<file path="src/rtl/ipi_pkg.sv">
package ipi_pkg;

    localparam int WORD_W = 32;
    localparam int ID_W   = 8;
    localparam int FMT_W  = 4;

    localparam logic [2:0]        DLV_LOWEST  = 3'b001;
    localparam logic [FMT_W-1:0]  FMT_FLAT    = 4'hF;
    localparam logic [ID_W-1:0]   DEST_BCAST  = 8'hFF;
    localparam int                STATUS_BIT  = 12;

    typedef enum logic [1:0] {
        SH_DEST   = 2'd0,
        SH_SELF   = 2'd1,
        SH_ALL    = 2'd2,
        SH_OTHERS = 2'd3
    } shorthand_e;

    typedef struct packed {
        logic [7:0] vector;
        logic [2:0] mode;
        logic       logical;
        logic       level;
        logic       trig;
        shorthand_e shorthand;
    } ipi_cmd_t;

    function automatic ipi_cmd_t decode_cmd(input logic [WORD_W-1:0] w);
        ipi_cmd_t c;
        c.vector    = w[7:0];
        c.mode      = w[10:8];
        c.logical   = w[11];
        c.level     = w[14];
        c.trig      = w[15];
        c.shorthand = shorthand_e'(w[19:18]);
        return c;
    endfunction

endpackage

</file>
<file path="src/rtl/ipi_dest_match.sv">
module ipi_dest_match
    import ipi_pkg::*;
#(
    parameter int NUM_CPU = 4,
    parameter int IDX_W   = 2
) (
    input  ipi_cmd_t                     cmd_i,
    input  logic [ID_W-1:0]              dest_i,
    input  logic [IDX_W-1:0]             sender_i,
    input  logic [NUM_CPU*ID_W-1:0]      apic_id_i,
    input  logic [NUM_CPU*ID_W-1:0]      logical_id_i,
    input  logic [NUM_CPU*FMT_W-1:0]     fmt_i,
    output logic [NUM_CPU-1:0]           match_o,
    output logic                         cluster_bcast_o
);

    logic [NUM_CPU-1:0] is_cluster;

    for (genvar g = 0; g < NUM_CPU; g++) begin : g_cpu
        logic [ID_W-1:0]  phys_id;
        logic [ID_W-1:0]  log_id;
        logic             is_self;
        logic             logical_hit;

        assign phys_id       = apic_id_i[g*ID_W +: ID_W];
        assign log_id        = logical_id_i[g*ID_W +: ID_W];
        assign is_self       = (sender_i == IDX_W'(g));
        assign is_cluster[g] = (fmt_i[g*FMT_W +: FMT_W] != FMT_FLAT);

        always_comb begin
            if (is_cluster[g]) begin
                logical_hit = (log_id[7:4] == dest_i[7:4]) &&
                              ((log_id[3:0] & dest_i[3:0]) != 4'h0);
            end else begin
                logical_hit = ((log_id & dest_i) != '0);
            end
        end

        always_comb begin
            unique case (cmd_i.shorthand)
                SH_DEST:   match_o[g] = cmd_i.logical ? logical_hit
                                                      : (phys_id == dest_i);
                SH_SELF:   match_o[g] = is_self;
                SH_ALL:    match_o[g] = 1'b1;
                SH_OTHERS: match_o[g] = !is_self;
                default:   match_o[g] = 1'b0;
            endcase
        end
    end

    assign cluster_bcast_o = (cmd_i.mode == DLV_LOWEST) &&
                             (cmd_i.shorthand == SH_DEST) &&
                             cmd_i.logical &&
                             (dest_i == DEST_BCAST) &&
                             (|is_cluster);

endmodule

</file>
<file path="src/rtl/ipi_fmt_bank.sv">
module ipi_fmt_bank
    import ipi_pkg::*;
#(
    parameter int NUM_CPU = 4
) (
    input  logic                       clk,
    input  logic                       rst_n,
    input  logic [NUM_CPU-1:0]         wr_i,
    input  logic [WORD_W-1:0]          wdata_i,
    output logic [NUM_CPU*WORD_W-1:0]  fmt_word_o,
    output logic [NUM_CPU*FMT_W-1:0]   fmt_sel_o
);

    localparam logic [WORD_W-1:0] FORCE_ONES = {{FMT_W{1'b0}}, {(WORD_W-FMT_W){1'b1}}};
    localparam logic [WORD_W-1:0] RESET_VAL  = '1;

    logic [WORD_W-1:0] fmt_d [NUM_CPU];
    logic [WORD_W-1:0] fmt_q [NUM_CPU];

    always_comb begin
        for (int i = 0; i < NUM_CPU; i++) begin
            fmt_d[i] = wr_i[i] ? (wdata_i | FORCE_ONES) : fmt_q[i];
        end
    end

    always_ff @(posedge clk) begin
        for (int i = 0; i < NUM_CPU; i++) begin
            fmt_q[i] <= rst_n ? fmt_d[i] : RESET_VAL;
        end
    end

    for (genvar g = 0; g < NUM_CPU; g++) begin : g_out
        assign fmt_word_o[g*WORD_W +: WORD_W] = fmt_q[g];
        assign fmt_sel_o[g*FMT_W +: FMT_W]    = fmt_q[g][WORD_W-1 -: FMT_W];

        AST_FMT_LOW_ONES: assert property (@(posedge clk) disable iff (!rst_n)
            wr_i[g] |=> (fmt_q[g][WORD_W-FMT_W-1:0] == '1)) else $error("fmt bits");
    end

endmodule

</file>
<file path="src/rtl/ipi_rr_arbiter.sv">
module ipi_rr_arbiter #(
    parameter int NUM_CPU = 4,
    parameter int IDX_W   = 2,
    parameter int NUM_VEC = 256,
    parameter int VEC_W   = 8
) (
    input  logic                 clk,
    input  logic                 rst_n,
    input  logic                 req_i,
    input  logic [VEC_W-1:0]     vector_i,
    input  logic [NUM_CPU-1:0]   cand_i,
    output logic [NUM_CPU-1:0]   grant_o
);

    localparam logic [IDX_W-1:0] PTR_RESET = IDX_W'(NUM_CPU - 1);

    logic [IDX_W-1:0] ptr_d [NUM_VEC];
    logic [IDX_W-1:0] ptr_q [NUM_VEC];
    logic [IDX_W-1:0] start;
    logic [IDX_W-1:0] pick;
    logic             found;

    assign start = ptr_q[vector_i];

    always_comb begin
        pick  = '0;
        found = 1'b0;
        for (int k = 1; k <= NUM_CPU; k++) begin
            int idx;
            idx = int'(start) + k;
            if (idx >= NUM_CPU) idx = idx - NUM_CPU;
            if (!found && cand_i[idx]) begin
                found = 1'b1;
                pick  = IDX_W'(idx);
            end
        end
    end

    always_comb begin
        grant_o = '0;
        if (found) grant_o[pick] = 1'b1;
    end

    always_comb begin
        for (int v = 0; v < NUM_VEC; v++) ptr_d[v] = ptr_q[v];
        if (req_i && found) ptr_d[vector_i] = pick;
    end

    always_ff @(posedge clk) begin
        for (int v = 0; v < NUM_VEC; v++) begin
            ptr_q[v] <= rst_n ? ptr_d[v] : PTR_RESET;
        end
    end

    AST_GRANT_WHEN_CAND: assert property (@(posedge clk) disable iff (!rst_n)
        (req_i && (cand_i != '0)) |-> ((grant_o & cand_i) != '0)) else $error("no grant");

endmodule

</file>
<file path="src/rtl/ipi_dest_router.sv">
module ipi_dest_router
    import ipi_pkg::*;
#(
    parameter int NUM_CPU = 4,
    parameter int IDX_W   = (NUM_CPU > 1) ? $clog2(NUM_CPU) : 1
) (
    input  logic                       clk,
    input  logic                       rst_n,
    input  logic                       cmd_lo_wr,
    input  logic [31:0]                cmd_lo_wdata,
    input  logic                       cmd_hi_wr,
    input  logic [31:0]                cmd_hi_wdata,
    input  logic [IDX_W-1:0]           sender_i,
    input  logic [NUM_CPU*8-1:0]       apic_id_i,
    input  logic [NUM_CPU*8-1:0]       logical_id_i,
    input  logic [NUM_CPU-1:0]         cpu_en_i,
    input  logic [NUM_CPU-1:0]         fmt_wr_i,
    input  logic [31:0]                fmt_wdata_i,
    output logic [31:0]                cmd_lo_rd_o,
    output logic [31:0]                cmd_hi_rd_o,
    output logic [NUM_CPU*32-1:0]      fmt_rd_o,
    output logic                       ipi_valid_o,
    output logic [NUM_CPU-1:0]         accept_mask_o,
    output logic [7:0]                 vector_o,
    output logic [2:0]                 dlv_mode_o,
    output logic                       trig_o,
    output logic                       level_o,
    output logic                       bcast_err_o
);

    localparam int VEC_W   = 8;
    localparam int NUM_VEC = 1 << VEC_W;
    localparam logic [WORD_W-1:0] LO_KEEP = ~(WORD_W'(1) << STATUS_BIT);
    localparam logic [WORD_W-1:0] HI_KEEP = {{ID_W{1'b1}}, {(WORD_W-ID_W){1'b0}}};

    typedef struct packed {
        logic [WORD_W-1:0]  lo;
        logic [WORD_W-1:0]  hi;
        logic [IDX_W-1:0]   sender;
        logic               valid;
        logic [NUM_CPU-1:0] mask;
        ipi_cmd_t           cmd;
        logic               err;
    } state_t;

    state_t st_d, st_q;

    ipi_cmd_t               new_cmd;
    logic [ID_W-1:0]        dest;
    logic [NUM_CPU-1:0]     match;
    logic [NUM_CPU-1:0]     grant;
    logic [NUM_CPU*FMT_W-1:0] fmt_sel;
    logic                   bcast_err;
    logic                   is_lowest;
    logic                   rr_req;

    assign new_cmd   = decode_cmd(cmd_lo_wdata);
    assign dest      = st_q.hi[WORD_W-1 -: ID_W];
    assign is_lowest = (new_cmd.mode == DLV_LOWEST);
    assign rr_req    = cmd_lo_wr && is_lowest && !bcast_err;

    ipi_fmt_bank #(
        .NUM_CPU (NUM_CPU)
    ) i_fmt_bank (
        .clk        (clk),
        .rst_n      (rst_n),
        .wr_i       (fmt_wr_i),
        .wdata_i    (fmt_wdata_i),
        .fmt_word_o (fmt_rd_o),
        .fmt_sel_o  (fmt_sel)
    );

    ipi_dest_match #(
        .NUM_CPU (NUM_CPU),
        .IDX_W   (IDX_W)
    ) i_dest_match (
        .cmd_i           (new_cmd),
        .dest_i          (dest),
        .sender_i        (sender_i),
        .apic_id_i       (apic_id_i),
        .logical_id_i    (logical_id_i),
        .fmt_i           (fmt_sel),
        .match_o         (match),
        .cluster_bcast_o (bcast_err)
    );

    ipi_rr_arbiter #(
        .NUM_CPU (NUM_CPU),
        .IDX_W   (IDX_W),
        .NUM_VEC (NUM_VEC),
        .VEC_W   (VEC_W)
    ) i_rr_arbiter (
        .clk      (clk),
        .rst_n    (rst_n),
        .req_i    (rr_req),
        .vector_i (new_cmd.vector),
        .cand_i   (match & cpu_en_i),
        .grant_o  (grant)
    );

    always_comb begin
        st_d       = st_q;
        st_d.valid = 1'b0;
        if (cmd_hi_wr) begin
            st_d.hi = cmd_hi_wdata & HI_KEEP;
        end
        if (cmd_lo_wr) begin
            st_d.lo     = cmd_lo_wdata & LO_KEEP;
            st_d.cmd    = new_cmd;
            st_d.sender = sender_i;
            st_d.valid  = 1'b1;
            st_d.err    = bcast_err;
            if (bcast_err) begin
                st_d.mask = '0;
            end else if (is_lowest) begin
                st_d.mask = grant;
            end else begin
                st_d.mask = match;
            end
        end
    end

    always_ff @(posedge clk) begin
        if (!rst_n) begin
            st_q <= '0;
        end else begin
            st_q <= st_d;
        end
    end

    assign cmd_lo_rd_o   = st_q.lo;
    assign cmd_hi_rd_o   = st_q.hi;
    assign ipi_valid_o   = st_q.valid;
    assign accept_mask_o = st_q.mask;
    assign vector_o      = st_q.cmd.vector;
    assign dlv_mode_o    = st_q.cmd.mode;
    assign trig_o        = st_q.cmd.trig;
    assign level_o       = st_q.cmd.level;
    assign bcast_err_o   = st_q.err;

    AST_LAUNCH_PULSE: assert property (@(posedge clk) disable iff (!rst_n)
        cmd_lo_wr |=> ipi_valid_o) else $error("no launch");

    AST_STATUS_READS_ZERO: assert property (@(posedge clk) disable iff (!rst_n)
        cmd_lo_wr |=> !cmd_lo_rd_o[STATUS_BIT]) else $error("status bit");

    AST_LOWEST_SINGLE: assert property (@(posedge clk) disable iff (!rst_n)
        (ipi_valid_o && (dlv_mode_o == DLV_LOWEST)) |-> $onehot0(accept_mask_o)) else $error("multi grant");

    AST_ERR_NO_DELIVERY: assert property (@(posedge clk) disable iff (!rst_n)
        bcast_err_o |-> (accept_mask_o == '0)) else $error("err delivered");

    AST_OTHERS_SKIP_SENDER: assert property (@(posedge clk) disable iff (!rst_n)
        (ipi_valid_o && (st_q.cmd.shorthand == SH_OTHERS) && (dlv_mode_o != DLV_LOWEST))
        |-> (accept_mask_o == ~(NUM_CPU'(1) << st_q.sender))) else $error("others");

endmodule

</file>
<file path="config.mk">
export PLATFORM = sky130hd
export DESIGN_NAME = ipi_dest_router
export DESIGN_NICKNAME = d
export VERILOG_FILES = /design/src/rtl/ipi_pkg.sv /design/src/rtl/ipi_dest_match.sv /design/src/rtl/ipi_fmt_bank.sv /design/src/rtl/ipi_rr_arbiter.sv /design/src/rtl/ipi_dest_router.sv
export SDC_FILE = /design/constraint.sdc
export NUM_CORES = 1
export LEC_CHECK = 0
export ABC_AREA = 1
export CELL_PAD_IN_SITES_DETAIL_PLACEMENT = 1
export CELL_PAD_IN_SITES_GLOBAL_PLACEMENT = 1
export CORE_UTILIZATION = 44
export CTS_BUF_LIST = sky130_fd_sc_hd__clkbuf_8
export DETAILED_ROUTE_END_ITERATION = 10
export PLACE_DENSITY_LB_ADDON = 0.1
export SLEW_MARGIN = 20
export SYNTH_ARGS = -nofsm -noshare
export SYNTH_HDL_FRONTEND = slang
export SYNTH_SLANG_ARGS = --single-unit
</file>
<file path="constraint.sdc">
create_clock -name clk -period 4.8 [get_ports clk]
set_input_delay 0.72 -clock clk [delete_from_list [all_inputs] [get_ports clk]]
set_output_delay 0.72 -clock clk [all_outputs]
set_load 0.005 [all_outputs]
</file>
* After elaboration in Yosys (flattened, before gate mapping)
Memories as Yosys holds them, arrays and structs flattened. Cells that the tools add are included.
Operators by class: add/subtract/negate cells 8, order comparisons 12, equality and inequality tests 20, multiplexer cells 310, bitwise operators 10, reductions and logical operators 35
Operators by type and width (number):
- $mux W2 | 261
- $bwmux W512 | 1
- $mux W512 | 1
- $mux W32 | 12
- $ge A32 B4 Y1 const B | 4
- $lt A32 B4 Y1 const B | 4
- $sub A32 B4 Y32 const B | 4
- $and A8 B8 Y8 | 4
- $eq A8 B8 Y1 | 4
- $reduce_bool A8 Y1 | 4
- $mux W22 | 1
- $mux W1 | 21
- $and A4 B4 Y4 | 5
- $demux W2 S8 | 1
- $eq A4 B4 Y1 | 4
- $logic_and A1 B1 Y1 | 16
- $ne A4 B4 Y1 const B | 4
- $pmux W1 S4 | 4
- $reduce_bool A4 Y1 | 4
- $mux W4 | 3
- $ge A9 B9 Y1 const B | 1
- $lt A9 B1 Y1 const B | 1
- $not A8 Y9 | 1
- $bmux W1 S2 | 4
- 13 further kinds | 26
Storage, ports and cells: flip-flop bits (word level) 61, memory bits (writable) 640, input port bits 174, output and inout port bits 211, word-level logic and storage cells 408, memories 2
Memory list:
- i_rr_arbiter.ptr_q | words 256, width 2, read ports 257, clocked after memory_dff 0, write ports 256, line ipi_rr_arbiter.sv:18 | logic [IDX_W-1:0] ptr_q [NUM_VEC];
- i_fmt_bank.fmt_q | words 4, width 32, read ports 4, clocked after memory_dff 0, write ports 4, line ipi_fmt_bank.sv:18 | logic [WORD_W-1:0] fmt_q [NUM_CPU];

* Logic depth before layout (Yosys ltp)
depth in word-level cells 28, mapped depth 29, gate-level depth less buffers 26

* By module
A second synthesis with hierarchy kept.
Unflattened totals: cell total of the unflattened synthesis 5315, area, all modules 31904.3 um^2
By module, submodules not included:
- ipi_rr_arbiter | times used 1, cells an instance 4606, area an instance 27107.2 um^2, sequential area each 10249.8 um^2
- ipi_dest_router | times used 1, cells an instance 258, area an instance 1974.4 um^2, sequential area each 900.9 um^2
- ipi_fmt_bank | times used 1, cells an instance 199, area an instance 1546.5 um^2, sequential area each 320.3 um^2
- ipi_dest_match | times used 1, cells an instance 252, area an instance 1276.2 um^2, sequential area each 0.0 um^2

* Worst setup path before layout
No wires, ideal clock.
kind input to register, start point input cmd_lo_wdata[1], end point memory i_rr_arbiter.ptr_q[16][0], setup time 138 ps, arrival 3360 ps, required time 4662 ps, path slack 1302 ps, cell stages on the path 25, path buffers 6, path through buf_2 > inv_2 > buf_2 > buf_2 > buf_2 > nand2_1 > nand3_1 > nand2_1 > nand2_1 > o21ai_0 > nand2_1 > nor2_1 > nor2_1 > nor2_1 > nand2_1 > nand3_1 > nand2_1 > nand4_2 > nand3_4 > buf_6 > nor2_4 > buf_4 > nand2_1 > nand2_1 > o211ai_1
RTL lines:
- from (decl) | line ipi_dest_router.sv:10 | input logic [31:0] cmd_lo_wdata,
- to (decl) | line ipi_rr_arbiter.sv:18

==> results.txt <==
Mapped Area = 28000 µm²
count of final setup violators = 0
Die Outline Area = 64700 µm²
met1 track utilization from global routing = 38.4%
Worst Max-Slew Pin Slew = 0.860 ns
clock transition at the registers of the reported paths = 0.06 ns
combinational cell fraction of total power = 20.8%
dpl cell area = 31300 µm²
overall routing resource usage = 30.1%
average via count per standard cell = 5.38
global route total overflow = 0
Clock Path Buffers = 3
met2 layer usage reported by global route = 51.4%
endpoint arrival time on the critical path = 4.66 ns
layout cells sized above 1 = 7.71%
Clk Tree Root Cell = clkbuf_8
combined area of the multi-input logic cells = 14600 µm²
post-layout net count = 4434
area taken by flip-flops and latches = 11500 µm²
Fill cells = 8207
tightest slew margin relative to the limit = 42.5%
share of total power in sequential cells = 40.0%
routed vias = 27800
final clock period utilization by the worst path = 85.7%
proportion of synthesized chip area in sequential cells = 40.9%
detail-routed net length per standard cell = 19.0 µm
upper clock frequency limit = 243 MHz
clock tree from TritonCTS = yes
Die Span Y = 254 µm
nature of the critical path endpoint = flip-flop
Horiz. Die Dim = 254 µm
Starting Density = 44.5%
share of total power in the clock network = 39.2%
post-layout instance area = 33400 µm²
Layout area overhead = 19.2%
result of the run = finished, final reports clean
number of different library cells in the post-synthesis netlist = 32
final core utilization = 53.1%
Leakage = 17.5 nW
Placeable Area = 63000 µm²
Cells after Synth = 4063
proportion of synthesized flip-flops having asynchronous set or reset = 0%
Worst Setup Slack, final = 0.686 ns
buffers inserted during post-CTS setup optimization = 0
drt total wl = 98.2 mm
Fin. Hold Viols = 0
# clock sinks = 573
Max Cap Violations = 0
total power after layout = 12.1 mW
io pins = 385
clock insertion delay at the later pin of the skew report = 0.71 ns
number of flops mapped to enable cells by yosys = 0
global placement routability congestion = 0.885
hold-fix buffer count after cts = 0
antenna violations before repair = 1
Synth warnings = 0
count of state elements after synthesis = 573
number of detailed-routing iterations run before antenna repair = 5
Layout Skew = 0.0282 ns
sum of negative setup slack = 0 ns
number of violations reported at the end of detailed-routing iteration 0 = 1555
Finished Layout Cells = 5165
vias in the first global route = 27800
total instance count after detailed placement = 4988
Cell Pwr Density = 362 nW/µm²
post-route minimum period = 4.11 ns
minimum hold slack = 0.474 ns
unrepaired setup endpoints after global routing = no
post-cts gate resize count = 0
sum of net half-perimeters after detailed placement = 64.4 mm
antenna-violating nets left = 0
pin count of the biggest net entering global routing = 137
highest-utilization routing layer at the global route stage = met2
first-pass GRT wire length = 154 mm
worst vdd ir = 0.413 mV
post-placement setup slack = 0.0195 ns
WP data required = 5.35 ns
input/output buffers = 194
largest fanout on the critical path = 30
total number of placement rows = 92
most frequently used flop master after synthesis = dfxtp_1
startpoint type of the worst setup path = primary input
switching power share of the total = 30.6%
start-to-end type of the worst setup path = primary input to flip-flop
CTS Buf Count = 100
GRT met3 Usage = 4.33%
Avg Cell Area, Syn = 6.90 µm²
worst hold path class = flip-flop to flip-flop
switching power summed over all nets = 3.70 mW
max-slew violation total from the final report = 0
Internal = 8.39 mW
number of remaining DRC errors = 0
htree depth = 3
## area by class of cell
class / instances / area share [%]
multi-input cells: 3169 / 43.8
flip-flops and latches: 573 / 34.3
repair buffers: 351 / 11.9
clock buffers: 129 / 5.31
well taps: 846 / 3.17
clock inverters: 47 / 0.970
inverters: 49 / 0.573
diodes: 1 / 0.00749
## critical path: stages
cell and delay [ns]:
clkdlybuf4s50_1 0.60, inv_1 0.26, nor2_4 0.06, buf_12 0.19, nand2_1 0.09, nand2_1 0.11, nor2_1 0.15, nor2_1 0.06
nor2_1 0.25, nand2_1 0.09, nand2_1 0.07, nand2_1 0.09, inv_1 0.06, nand2_1 0.25, nand2_1 0.21, nand3_1 0.12
nand4_2 0.17, nand3_4 0.09, buf_12 0.17, nor2_2 0.26, buf_12 0.22, nand2_1 0.12, nand2_1 0.09, o211ai_1 0.08
## synthesized netlist by cell type, types with 2 or more instances
library cell / n / area share, %
o22ai_1: 6 / 0.13
buf_4: 164 / 4.4
nand3_1: 91 / 1.6
nand2_1: 2044 / 27
a22o_1: 3 / 0.094
conb_1: 2 / 0.027
clkbuf_1: 124 / 1.7
nor2_2: 8 / 0.18
o211ai_1: 512 / 14
o21ai_0: 64 / 1.1
inv_2: 3 / 0.040
buf_2: 104 / 1.9
a221oi_1: 4 / 0.13
ha_1: 16 / 0.71
buf_1: 14 / 0.19
nand4_1: 10 / 0.22
nor2_4: 11 / 0.44
xor2_1: 17 / 0.53
dfxtp_1: 573 / 41
o21ai_1: 29 / 0.52
clkinv_1: 4 / 0.054
inv_1: 42 / 0.56
a21oi_1: 42 / 0.75
o41ai_1: 4 / 0.13
nor4_1: 13 / 0.29
nor3_1: 2 / 0.036
nor2_1: 152 / 2.0
## registers in the layout, summed over array words and instances, names as in the netlist, 2 cells and up
name / flops
cmd_hi_rd_o: 8
accept_mask_o: 4
cmd_lo_rd_o: 21
i_rr_arbiter.ptr_q: 512
i_fmt_bank.fmt_q: 16
dlv_mode_o: 2
vector_o: 7
## cell families after synthesis
family | Yosys count | synth area share [%]
and+or+nand+nor | 2333 | 32.3
AOI/OAI and AO/OA | 666 | 16.7
DFF | 573 | 40.9
buffers and inverters | 456 | 8.80
xor gates and xnor gates | 17 | 0.531
adders and majority gates | 16 | 0.715
other | 2 | 0.0268
## layer usage
layer | vias up | routed length (µm)
met2 | 665 | 46500
met1 | 13400 | 43900
met4 | 0 | 2980
li1 | 13500 | -
met5 | - | 0
met3 | 180 | 4900
## path summary, 6_finish.rpt
path / startpoint / to / slack, ns / depth (start not counted)
max: cmd_lo_wdata[3] / i_rr_arbiter.ptr_q[148][0]$_SDFFE_PN1P_ / 0.69 / 24
min: i_rr_arbiter.ptr_q[108][0]$_SDFFE_PN1P_ / i_rr_arbiter.ptr_q[108][0]$_SDFFE_PN1P_ / 0.47 / 2
max reg2reg: cmd_hi_rd_o[28]$_SDFFE_PN0P_ / i_rr_arbiter.ptr_q[148][0]$_SDFFE_PN1P_ / 1.20 / 17
min reg2reg: i_rr_arbiter.ptr_q[108][0]$_SDFFE_PN1P_ / i_rr_arbiter.ptr_q[108][0]$_SDFFE_PN1P_ / 0.47 / 2
## power by group through the flow
stage	Clock, mW	Combinational (mW)	Sequential (mW)
after floorplan	0	1.27	4.92
after global placement	0	2.48	4.94
after detailed placement	0	2.50	4.94
after CTS	4.85	2.51	4.83
after global routing	5.06	2.71	4.84
final	4.74	2.51	4.83
## placed cells by master, fill, tap and decap left out, types with 16 or more instances in the layout
master           instances
a21oi_1                 42
dfxtp_1                573
ha_1                    16
o21ai_0                 64
o21ai_1                 29
inv_1                   73
nand3_1                 91
xor2_1                  17
o211ai_1               512
clkdlybuf4s50_1        191
buf_4                   91
nor2_1                 149
conb_1                 137
buf_12                  67
nand2_1               2043
clkbuf_8               129
No activity file was read; power rests on OpenSTA's default activity.
